## src/rtl/pwm_pkg.sv

```systemverilog
package pwm_pkg;
  typedef enum logic [1:0] {
    RPT_SINGLE  = 2'd0,
    RPT_SAMPLED = 2'd1,
    RPT_PERIOD  = 2'd2,
    RPT_SINGLE2 = 2'd3
  } rpt_mode_e;

  typedef enum logic [1:0] {
    TB_FULL  = 2'd0,
    TB_MID   = 2'd1,
    TB_SLOW  = 2'd2,
    TB_FULL2 = 2'd3
  } tb_sel_e;
endpackage

```

## src/rtl/pwm_tick_gen.sv

```systemverilog
module pwm_tick_gen #(
  parameter int DIV_MID  = 40,
  parameter int DIV_SLOW = 2000
) (
  input  logic       clk,
  input  logic       rst_n,
  input  logic       en,
  input  logic [1:0] sel,
  output logic       tick
);
  import pwm_pkg::*;
  localparam int DW = $clog2(DIV_SLOW + 1);

  logic [DW-1:0] div_q, div_d, lim;

  always_comb begin
    unique case (tb_sel_e'(sel))
      TB_MID:  lim = DW'(DIV_MID);
      TB_SLOW: lim = DW'(DIV_SLOW);
      default: lim = DW'(1);
    endcase
    tick = en && (div_q == lim - DW'(1));
    if (!en || tick) div_d = '0;
    else             div_d = div_q + DW'(1);
  end

  always_ff @(posedge clk or negedge rst_n) begin
    if (!rst_n) div_q <= '0;
    else        div_q <= div_d;
  end
endmodule

```

## src/rtl/pwm_phase_ctr.sv

```systemverilog
module pwm_phase_ctr #(
  parameter int W = 32
) (
  input  logic         clk,
  input  logic         rst_n,
  input  logic         en,
  input  logic         sig_in,
  input  logic         tick,
  output logic         cap_stb,
  output logic         cap_high,
  output logic [W-1:0] cap_val,
  output logic         cap_ovf
);
  logic         sig_q, armed_q, ovf_q;
  logic         armed_d, ovf_d;
  logic [W-1:0] cnt_q, cnt_d;
  logic         lvl_chg;

  always_comb begin
    lvl_chg  = sig_in ^ sig_q;
    cap_stb  = en && armed_q && lvl_chg;
    cap_high = sig_q;
    cap_val  = cnt_q;
    cap_ovf  = ovf_q;
    armed_d  = armed_q;
    cnt_d    = cnt_q;
    ovf_d    = ovf_q;
    if (!en) begin
      armed_d = 1'b0;
      cnt_d   = '0;
      ovf_d   = 1'b0;
    end else if (lvl_chg) begin
      armed_d = 1'b1;
      cnt_d   = tick ? W'(1) : '0;
      ovf_d   = 1'b0;
    end else if (armed_q && tick) begin
      if (&cnt_q) ovf_d = 1'b1;
      else        cnt_d = cnt_q + W'(1);
    end
  end

  always_ff @(posedge clk or negedge rst_n) begin
    if (!rst_n) begin
      sig_q   <= 1'b0;
      armed_q <= 1'b0;
      cnt_q   <= '0;
      ovf_q   <= 1'b0;
    end else begin
      sig_q   <= sig_in;
      armed_q <= armed_d;
      cnt_q   <= cnt_d;
      ovf_q   <= ovf_d;
    end
  end
endmodule

```

## src/rtl/pwm_report.sv

```systemverilog
module pwm_report #(
  parameter int W = 32
) (
  input  logic         clk,
  input  logic         rst_n,
  input  logic         en,
  input  logic [1:0]   mode,
  input  logic         smp_clk,
  input  logic         cap_stb,
  input  logic         cap_high,
  input  logic [W-1:0] cap_val,
  input  logic         cap_ovf,
  output logic [W-1:0] rd_val,
  output logic         rd_tag,
  output logic         rd_ovf,
  output logic         rd_upd,
  output logic         smp_valid,
  output logic [W-1:0] smp_high,
  output logic [W-1:0] smp_low,
  output logic         smp_hovf,
  output logic         smp_lovf
);
  import pwm_pkg::*;

  logic         smp_q;
  logic [W-1:0] hi_q, hi_d, lo_q, lo_d;
  logic         hi_ovf_q, hi_ovf_d, lo_ovf_q, lo_ovf_d;
  logic         have_hi_q, have_hi_d, have_lo_q, have_lo_d;
  logic [W-1:0] rd_val_d, smp_high_d, smp_low_d;
  logic         rd_tag_d, rd_ovf_d, rd_upd_d;
  logic         smp_valid_d, smp_hovf_d, smp_lovf_d;
  logic         is_single, is_sampled, is_period, smp_rise;

  always_comb begin
    is_single  = (rpt_mode_e'(mode) == RPT_SINGLE) || (rpt_mode_e'(mode) == RPT_SINGLE2);
    is_sampled = (rpt_mode_e'(mode) == RPT_SAMPLED);
    is_period  = (rpt_mode_e'(mode) == RPT_PERIOD);
    smp_rise   = smp_clk && !smp_q;

    hi_d        = hi_q;
    lo_d        = lo_q;
    hi_ovf_d    = hi_ovf_q;
    lo_ovf_d    = lo_ovf_q;
    have_hi_d   = have_hi_q;
    have_lo_d   = have_lo_q;
    rd_val_d    = rd_val;
    rd_tag_d    = rd_tag;
    rd_ovf_d    = rd_ovf;
    rd_upd_d    = 1'b0;
    smp_valid_d = 1'b0;
    smp_high_d  = smp_high;
    smp_low_d   = smp_low;
    smp_hovf_d  = smp_hovf;
    smp_lovf_d  = smp_lovf;

    if (!en) begin
      have_hi_d = 1'b0;
      have_lo_d = 1'b0;
    end else begin
      if (is_sampled && smp_rise && have_hi_q && have_lo_q) begin
        smp_valid_d = 1'b1;
        smp_high_d  = hi_q;
        smp_hovf_d  = hi_ovf_q;
        smp_low_d   = lo_q;
        smp_lovf_d  = lo_ovf_q;
      end
      if (cap_stb) begin
        if (is_single) begin
          rd_upd_d = 1'b1;
          rd_val_d = cap_val;
          rd_tag_d = cap_high;
          rd_ovf_d = cap_ovf;
        end
        if (cap_high) begin
          hi_d      = cap_val;
          hi_ovf_d  = cap_ovf;
          have_hi_d = 1'b1;
        end else begin
          lo_d      = cap_val;
          lo_ovf_d  = cap_ovf;
          have_lo_d = 1'b1;
          if (is_period && have_hi_q) begin
            smp_valid_d = 1'b1;
            smp_high_d  = hi_q;
            smp_hovf_d  = hi_ovf_q;
            smp_low_d   = cap_val;
            smp_lovf_d  = cap_ovf;
          end
        end
      end
    end
  end

  always_ff @(posedge clk or negedge rst_n) begin
    if (!rst_n) begin
      smp_q     <= 1'b0;
      hi_q      <= '0;
      lo_q      <= '0;
      hi_ovf_q  <= 1'b0;
      lo_ovf_q  <= 1'b0;
      have_hi_q <= 1'b0;
      have_lo_q <= 1'b0;
      rd_val    <= '0;
      rd_tag    <= 1'b0;
      rd_ovf    <= 1'b0;
      rd_upd    <= 1'b0;
      smp_valid <= 1'b0;
      smp_high  <= '0;
      smp_low   <= '0;
      smp_hovf  <= 1'b0;
      smp_lovf  <= 1'b0;
    end else begin
      smp_q     <= smp_clk;
      hi_q      <= hi_d;
      lo_q      <= lo_d;
      hi_ovf_q  <= hi_ovf_d;
      lo_ovf_q  <= lo_ovf_d;
      have_hi_q <= have_hi_d;
      have_lo_q <= have_lo_d;
      rd_val    <= rd_val_d;
      rd_tag    <= rd_tag_d;
      rd_ovf    <= rd_ovf_d;
      rd_upd    <= rd_upd_d;
      smp_valid <= smp_valid_d;
      smp_high  <= smp_high_d;
      smp_low   <= smp_low_d;
      smp_hovf  <= smp_hovf_d;
      smp_lovf  <= smp_lovf_d;
    end
  end
endmodule

```

## src/rtl/pulse_width_meter.sv

```systemverilog
module pulse_width_meter #(
  parameter int W        = 32,
  parameter int DIV_MID  = 40,
  parameter int DIV_SLOW = 2000
) (
  input  logic         clk,
  input  logic         rst_n,
  input  logic         en,
  input  logic         sig_in,
  input  logic [1:0]   tb_sel,
  input  logic [1:0]   mode,
  input  logic         smp_clk,
  output logic [W-1:0] rd_val,
  output logic         rd_tag,
  output logic         rd_ovf,
  output logic         rd_upd,
  output logic         smp_valid,
  output logic [W-1:0] smp_high,
  output logic [W-1:0] smp_low,
  output logic         smp_hovf,
  output logic         smp_lovf
);
  logic         tick, cap_stb, cap_high, cap_ovf;
  logic [W-1:0] cap_val;

  pwm_tick_gen #(.DIV_MID(DIV_MID), .DIV_SLOW(DIV_SLOW)) u_tick (
    .clk(clk), .rst_n(rst_n), .en(en), .sel(tb_sel), .tick(tick)
  );

  pwm_phase_ctr #(.W(W)) u_ctr (
    .clk(clk), .rst_n(rst_n), .en(en), .sig_in(sig_in), .tick(tick),
    .cap_stb(cap_stb), .cap_high(cap_high), .cap_val(cap_val), .cap_ovf(cap_ovf)
  );

  pwm_report #(.W(W)) u_rpt (
    .clk(clk), .rst_n(rst_n), .en(en), .mode(mode), .smp_clk(smp_clk),
    .cap_stb(cap_stb), .cap_high(cap_high), .cap_val(cap_val), .cap_ovf(cap_ovf),
    .rd_val(rd_val), .rd_tag(rd_tag), .rd_ovf(rd_ovf), .rd_upd(rd_upd),
    .smp_valid(smp_valid), .smp_high(smp_high), .smp_low(smp_low),
    .smp_hovf(smp_hovf), .smp_lovf(smp_lovf)
  );
endmodule

```

## config.mk

```make
export PLATFORM = sky130hd
export DESIGN_NAME = pulse_width_meter
export DESIGN_NICKNAME = d
export VERILOG_FILES = /design/src/rtl/pwm_pkg.sv /design/src/rtl/pwm_tick_gen.sv /design/src/rtl/pwm_phase_ctr.sv /design/src/rtl/pwm_report.sv /design/src/rtl/pulse_width_meter.sv
export SDC_FILE = /design/constraint.sdc
export NUM_CORES = 1
export LEC_CHECK = 0
export BUFFER_PORTS_ARGS = -buffer_cell sky130_fd_sc_hd__buf_2
export CAP_MARGIN = 20
export CORE_ASPECT_RATIO = 0.9
export CORE_MARGIN = 2
export CORE_UTILIZATION = 52
export CTS_CLUSTER_SIZE = 28
export DETAILED_ROUTE_END_ITERATION = 10
export GPL_ROUTABILITY_DRIVEN = 0
export PLACE_DENSITY = 0.83
export SYNTH_ARGS = -nofsm -noshare
export SYNTH_HDL_FRONTEND = slang
export SYNTH_SLANG_ARGS = --single-unit
```

## constraint.sdc

```tcl
create_clock -name clk -period 2.3 [get_ports clk]
set_input_delay 0.115 -clock clk [delete_from_list [all_inputs] [get_ports clk]]
set_output_delay 0.115 -clock clk [all_outputs]
set_load 0.02 [all_outputs]
```

# Word-level counts from Yosys, hierarchy flattened
# Index checks and enable logic that the tools add are counted.
# Widths: inputs -> output; s select.
[classes]
add_sub_neg = 3
eq_ne = 13
n_mux = 43
bitwise = 2
reduce_logical = 22
[op_table]
columns = ["operator", "n"]
rows = [
  ["$mux 32", 12],
  ["$add 32x1->32 const B", 1],
  ["$reduce_and 32->1", 1],
  ["$mux 1", 29],
  ["$pmux 11 s2", 1],
  ["$add 11x1->11 const B", 1],
  ["$eq 11x11->1", 1],
  ["$mux 11", 1],
  ["$sub 11x1->11 const B", 1],
  ["$logic_and 1x1->1", 9],
  ["$reduce_and 3->1", 3],
  ["$reduce_and 2->1", 4],
  ["$eq 2x2->1 const B", 3],
  ["$ne 2x1->1 const B", 3],
  ["$ne 3x1->1 const B", 2],
  ["$eq 2x1->1 const B", 2],
  ["$ne 3x2->1 const B", 1],
  ["$logic_not 1->1", 2],
  ["$logic_not 2->1", 1],
  ["$logic_or 1x1->1", 2],
  ["$ne 2x2->1 const B", 1],
  ["$not 1->1", 1],
  ["$xor 1x1->1", 1],
]
[word_totals]
reg_bits = 217
inputBits = 9
output_inout_bits = 102
elab_cells = 104

# Depth between registers and ports, before layout
[depth]
depth_word = 10
mapped_depth = 10
mapped_depth_nobuf = 8

# Hierarchy
# A second synthesis with hierarchy kept.
[unflattened]
hier_cells = 712
area_unflattened_um2 = 9744.3
[by_module_without_submodules]
columns = ["module", "n_inst", "cells_each", "area_each_um2", "seq_area_each_um2"]
rows = [
  ["pwm_report", 1, 407, 7019.2, 4279.1],
  ["pwm_phase_ctr", 1, 232, 2038.2, 875.8],
  ["pwm_tick_gen", 1, 73, 686.9, 275.3],
]

# Least setup slack after synthesis
# OpenSTA, ideal clock, no wires.
[synth_timing]
path_type = "flip-flop to flip-flop"
from = "reg u_tick.div_q[3]"
to = "reg u_ctr.cnt_q[30] (netlist: u_ctr.cap_val[30])"
setup_ns = 0.078
t_arrival_ns = 2.212
t_required_ns = 2.222
setup_slack_ns = 0.010
stages_incl_launch_ff = 8
path_cell_list = "dfrtp_1 -> or4_1 -> o22a_1 -> and4b_1 -> buf_6 -> nand4b_2 -> or4_1 -> a21oi_1"
[synth_between]
elab_chain_len = 5
[synth_lines]
columns = ["element", "line_no", "text"]
rows = [
  ["start, declared", "pwm_tick_gen.sv:14", "logic [DW-1:0] div_q, div_d, lim;"],
  ["start signal, assigned", "pwm_tick_gen.sv:29", "else div_q <= div_d;"],
  ["$eq 11x11->1", "pwm_tick_gen.sv:22", "tick = en && (div_q == lim - DW'(1));"],
  ["$logic_and 1x1->1", "pwm_tick_gen.sv:22", ""],
  ["$logic_and 1x1->1", "pwm_phase_ctr.sv:36", "end else if (armed_q && tick) begin"],
  ["$ne 3x1->1 (no line)", "n/a", ""],
  ["$reduce_and 2->1 (no line)", "n/a", ""],
  ["end signal, assigned", "pwm_phase_ctr.sv:51", "cnt_q <= cnt_d;"],
  ["end, declared", "pwm_phase_ctr.sv:16", "logic [W-1:0] cnt_q, cnt_d;"],
]
# No other way between the ends.
# A chain may end at the register's enable or synchronous reset.

# Final worst setup path
# Ends and elaborated chain as after synthesis.

==> results.toml <==
[outcome]
outcome = "finished with violations"
violations = "negative setup slack"

[synth]
synth_warnings = 0
synth_compound_area_frac = 0.0587
postSynth.asyncResetShare = 1.00
synth_area_sq_um = 9070
yosysSeqAreaShare = 0.598
yosys_most_used_dff = "dfrtp_1"
ys_types = 41
synthCells = 775
ys_ff_latch = 217
synth_mux_area_frac = 0.150
synth-xor-area-share = 0.0251
synth_top_family_by_area = "multiplexers"
mappedNetlistNets = 791
synth_simple_gate_area_frac = 0.130
synth_edf_count = 0
syn_area_per_cell_sq_um = 11.7
synth_adder_area_share = 0.00965

[critical_path]
cp-start-kind = "register"
crit_path_max_incr_delay_ns = 0.51
worst_ep_arrival_time_ns = 2.73
ff2ff_path_depth = 6
reg2reg_slack_ns = -0.009
crit_slowest_cell = "or4_4"
reg2reg_to = "u_ctr.cap_val[30]$_DFFE_PN0P_"
crit_path_end_kind = "register"
worstPathRequired_ns = 2.72
worstPathMaxFanout = 4
r2r-start = "u_tick.div_q[3]$_DFF_PN0_"
worstSetupPathType = "register to register"
cp_cell_sequence = "or4_1 > o22a_1 > and4b_2 > nand4b_4 > or4_4 > a21oi_2"

[route]
drt_iter0_markers = 396
vias = 6438
totalWireLength_mm = 19.9
final_antenna_net_count = 0
via_per_inst = 5.55
wl_per_cell_um = 17.2
dr.pass1.iters = 5
drc = 0

[clock_network]
clock-sinks = 217
cts_root_buffer = "clkbuf_16"
cts_tree = "yes"
tritoncts.num_buffers = 21
cts_buffer_depth = 3
h-tree-depth = 1
clk_pin_slew_worst_paths_ns = 0.07
clock_latency_ns = 0.49

[final_layout]
fillCellCount = 1283
post-route-util = 0.647
n_antenna_cell = 0
drive_gt1_frac = 0.363
area_growth_pct = 21.3
finalNetCount = 930

[global_routing]
gr-usage-met3 = 0.0392
gr-usage-met2 = 0.364
met1_usage = 0.294
busiest_layer = "met2"
grt_pass1_wl_mm = 32.2
grt_usage = 0.216
antenna_found_initial = 0
grt_pass1_vias = 6449
grt_remaining_overflow = 0
grt_start_max_net_pins = 67

[place]
dp_hpwl_mm = 12.6
pre_cts_ws_ns = -0.214
numPortBuffers = 110

[sta]
finalSetupViolCount = 1
hold-worst-slack_ns = 0.177
slew_headroom = 0.608
slew_viol_final = 0
max_clock_freq_ghz = 0.433
fin_crit_sh = 1.00
worst_pin_slew_ns = 0.587
min_period_ns = 2.31
grt_setup_unrepaired = "yes"
fin_skew_ns = 0.00917
hold_viol = 0
setup_slack_ns = -0.00946

[power]
power.density_nw_per_um2 = 705
clockPowerShare = 0.444
power_frac_seq = 0.504
p_sw_frac = 0.218
p_int_mw = 6.07
power_frac_comb = 0.052
power_switching_mw = 1.69
p_leak_nw = 5.51
ir_drop_uv = 466

[die]
die_h_um = 129
coreArea_sq_um = 17000
num_io_pins = 111
initial_core_util = 0.534
placementRows = 45
die_w_um = 143
dieArea_sq_um = 18500

[flow_run]
cap_viol_max_count = 0

[worst_hold_path]
hold_path.class = "primary input to asynchronous set/reset pin"
==> synthesized netlist by cell type (2+ instances only) <==
master    count  share of area
dfrtp_1     217           0.60
mux2_2      121           0.15
nand2_1      85          0.035
nor2_1       72          0.030
clkbuf_1     34          0.014
a21oi_1      31          0.017
o21ai_0      28          0.015
a31oi_1      25          0.017
nand3_1      25          0.014
xor2_1       19          0.018
nand4_1      17          0.012
or3_1        16          0.011
inv_1        13         0.0054
and3_1        7         0.0048
buf_2         7         0.0039
ha_1          7         0.0097
xnor2_1       7         0.0068
buf_1         6         0.0025
nor3_1        4         0.0022
or4_1         4         0.0033
and2_1        3         0.0021
nand4b_1      3         0.0029
and4b_1       2         0.0022
buf_6         2         0.0025
o22ai_1       2         0.0014
o31ai_1       2         0.0017
or2_2         2         0.0014
==> logic make-up after synthesis <==
| kind of cell | count (synthesis) |
|---|---|
| AO/OA/AOI/OAI | 95 |
| AND/OR/NAND/NOR | 247 |
| adder cells (fa/ha/maj) | 7 |
| multiplexers | 121 |
| buffers and inverters | 62 |
| XOR/XNOR | 26 |
| flip-flops | 217 |
==> critical path, delay by kind of cell (launching register included) <==
family             cells  cell delay [ns]
AOI/OAI and AO/OA      2             0.32
DFF                    1             0.37
and+or+nand+nor        4             1.54
==> flip-flops by register name, indices dropped and copies added (netlist names), 11 cells and up <==
signal,flops
u_ctr.cap_val,32
u_rpt.hi_q,32
u_rpt.lo_q,32
u_rpt.rd_val,32
u_rpt.smp_high,32
u_rpt.smp_low,32
u_tick.div_q,11
==> cell usage in the layout, fill, tap and decap left out, types with 19 or more instances in the layout <==
cell	synthesis	final
nand3_1	25	25
nor2_1	72	70
a21oi_1	31	25
a31oi_1	25	25
nand2_1	85	84
mux2_2	121	121
xor2_1	19	19
o21ai_0	28	28
dfrtp_1	217	217
buf_2	7	111
buf_4	0	39
clkbuf_16	0	21
==> per-stage QoR <==
stage	instance area [sq um]	instances	TNS, ns	power (mW)
floorplan	9070	775	0	4.17
global placement	10200	1116	-2.04	4.36
detailed placement	10200	1116	-3.11	4.37
CTS	10900	1156	0	7.84
global route	11000	1161	-0.549	8.02
finish	11000	1161	-0.00946	7.77
==> what timing repair did <==
item                                   CTS  global route
hold buffers                             4             0
endpoints found under the hold margin   68             0
setup endpoints to repair               13            16
pin swaps                                1            17
cloned                                   0             2
buffers inserted                         1             3
resized for setup                        6            17
==> worst max path at each step <==
stage | start | end | slack, ns | cells after the start
2_1_floorplan | u_tick.div_q[3]$_DFF_PN0_ | u_ctr.cap_val[30]$_DFFE_PN0P_ | 0.01 | 7
3_3_place_gp | tb_sel[0] | u_ctr.cap_val[22]$_DFFE_PN0P_ | -0.17 | 10
3_5_place_dp | tb_sel[0] | u_ctr.cap_val[22]$_DFFE_PN0P_ | -0.21 | 10
4_1_cts | u_tick.div_q[0]$_DFF_PN0_ | u_ctr.cap_val[30]$_DFFE_PN0P_ | 0.003 | 6
5_1_grt | u_tick.div_q[3]$_DFF_PN0_ | u_ctr.cap_val[30]$_DFFE_PN0P_ | -0.06 | 6
6_report | u_tick.div_q[3]$_DFF_PN0_ | u_ctr.cap_val[30]$_DFFE_PN0P_ | -0.009 | 6
==> cell type report <==
cell class	instances	area, sq um	share of cell area
Sequential cell	217	5430	0.493
Tap cell	235	294	0.0267
Timing Repair Buffer	165	1070	0.0971
Multi-Input combinational cell	496	3490	0.317
Clock inverter	7	114	0.0103
Clock buffer	28	562	0.0510
Inverter	13	48.8	0.00443
==> power groups by stage <==
stage          clock [mW]  combinational [mW]  sequential, mW
2_1_floorplan           0               0.132            4.03
3_3_place_gp            0               0.383            3.98
3_5_place_dp            0               0.392            3.98
4_1_cts              3.52               0.401            3.91
5_1_grt              3.66               0.445            3.92
6_report             3.45               0.401            3.91
==> routing by layer <==
metal	wire length (um)	vias up
li1	-	2965
met3	1030	35
met1	8800	3269
met2	9640	169
met4	434	0
met5	0	-
No activity file was read; power rests on OpenSTA's default activity.
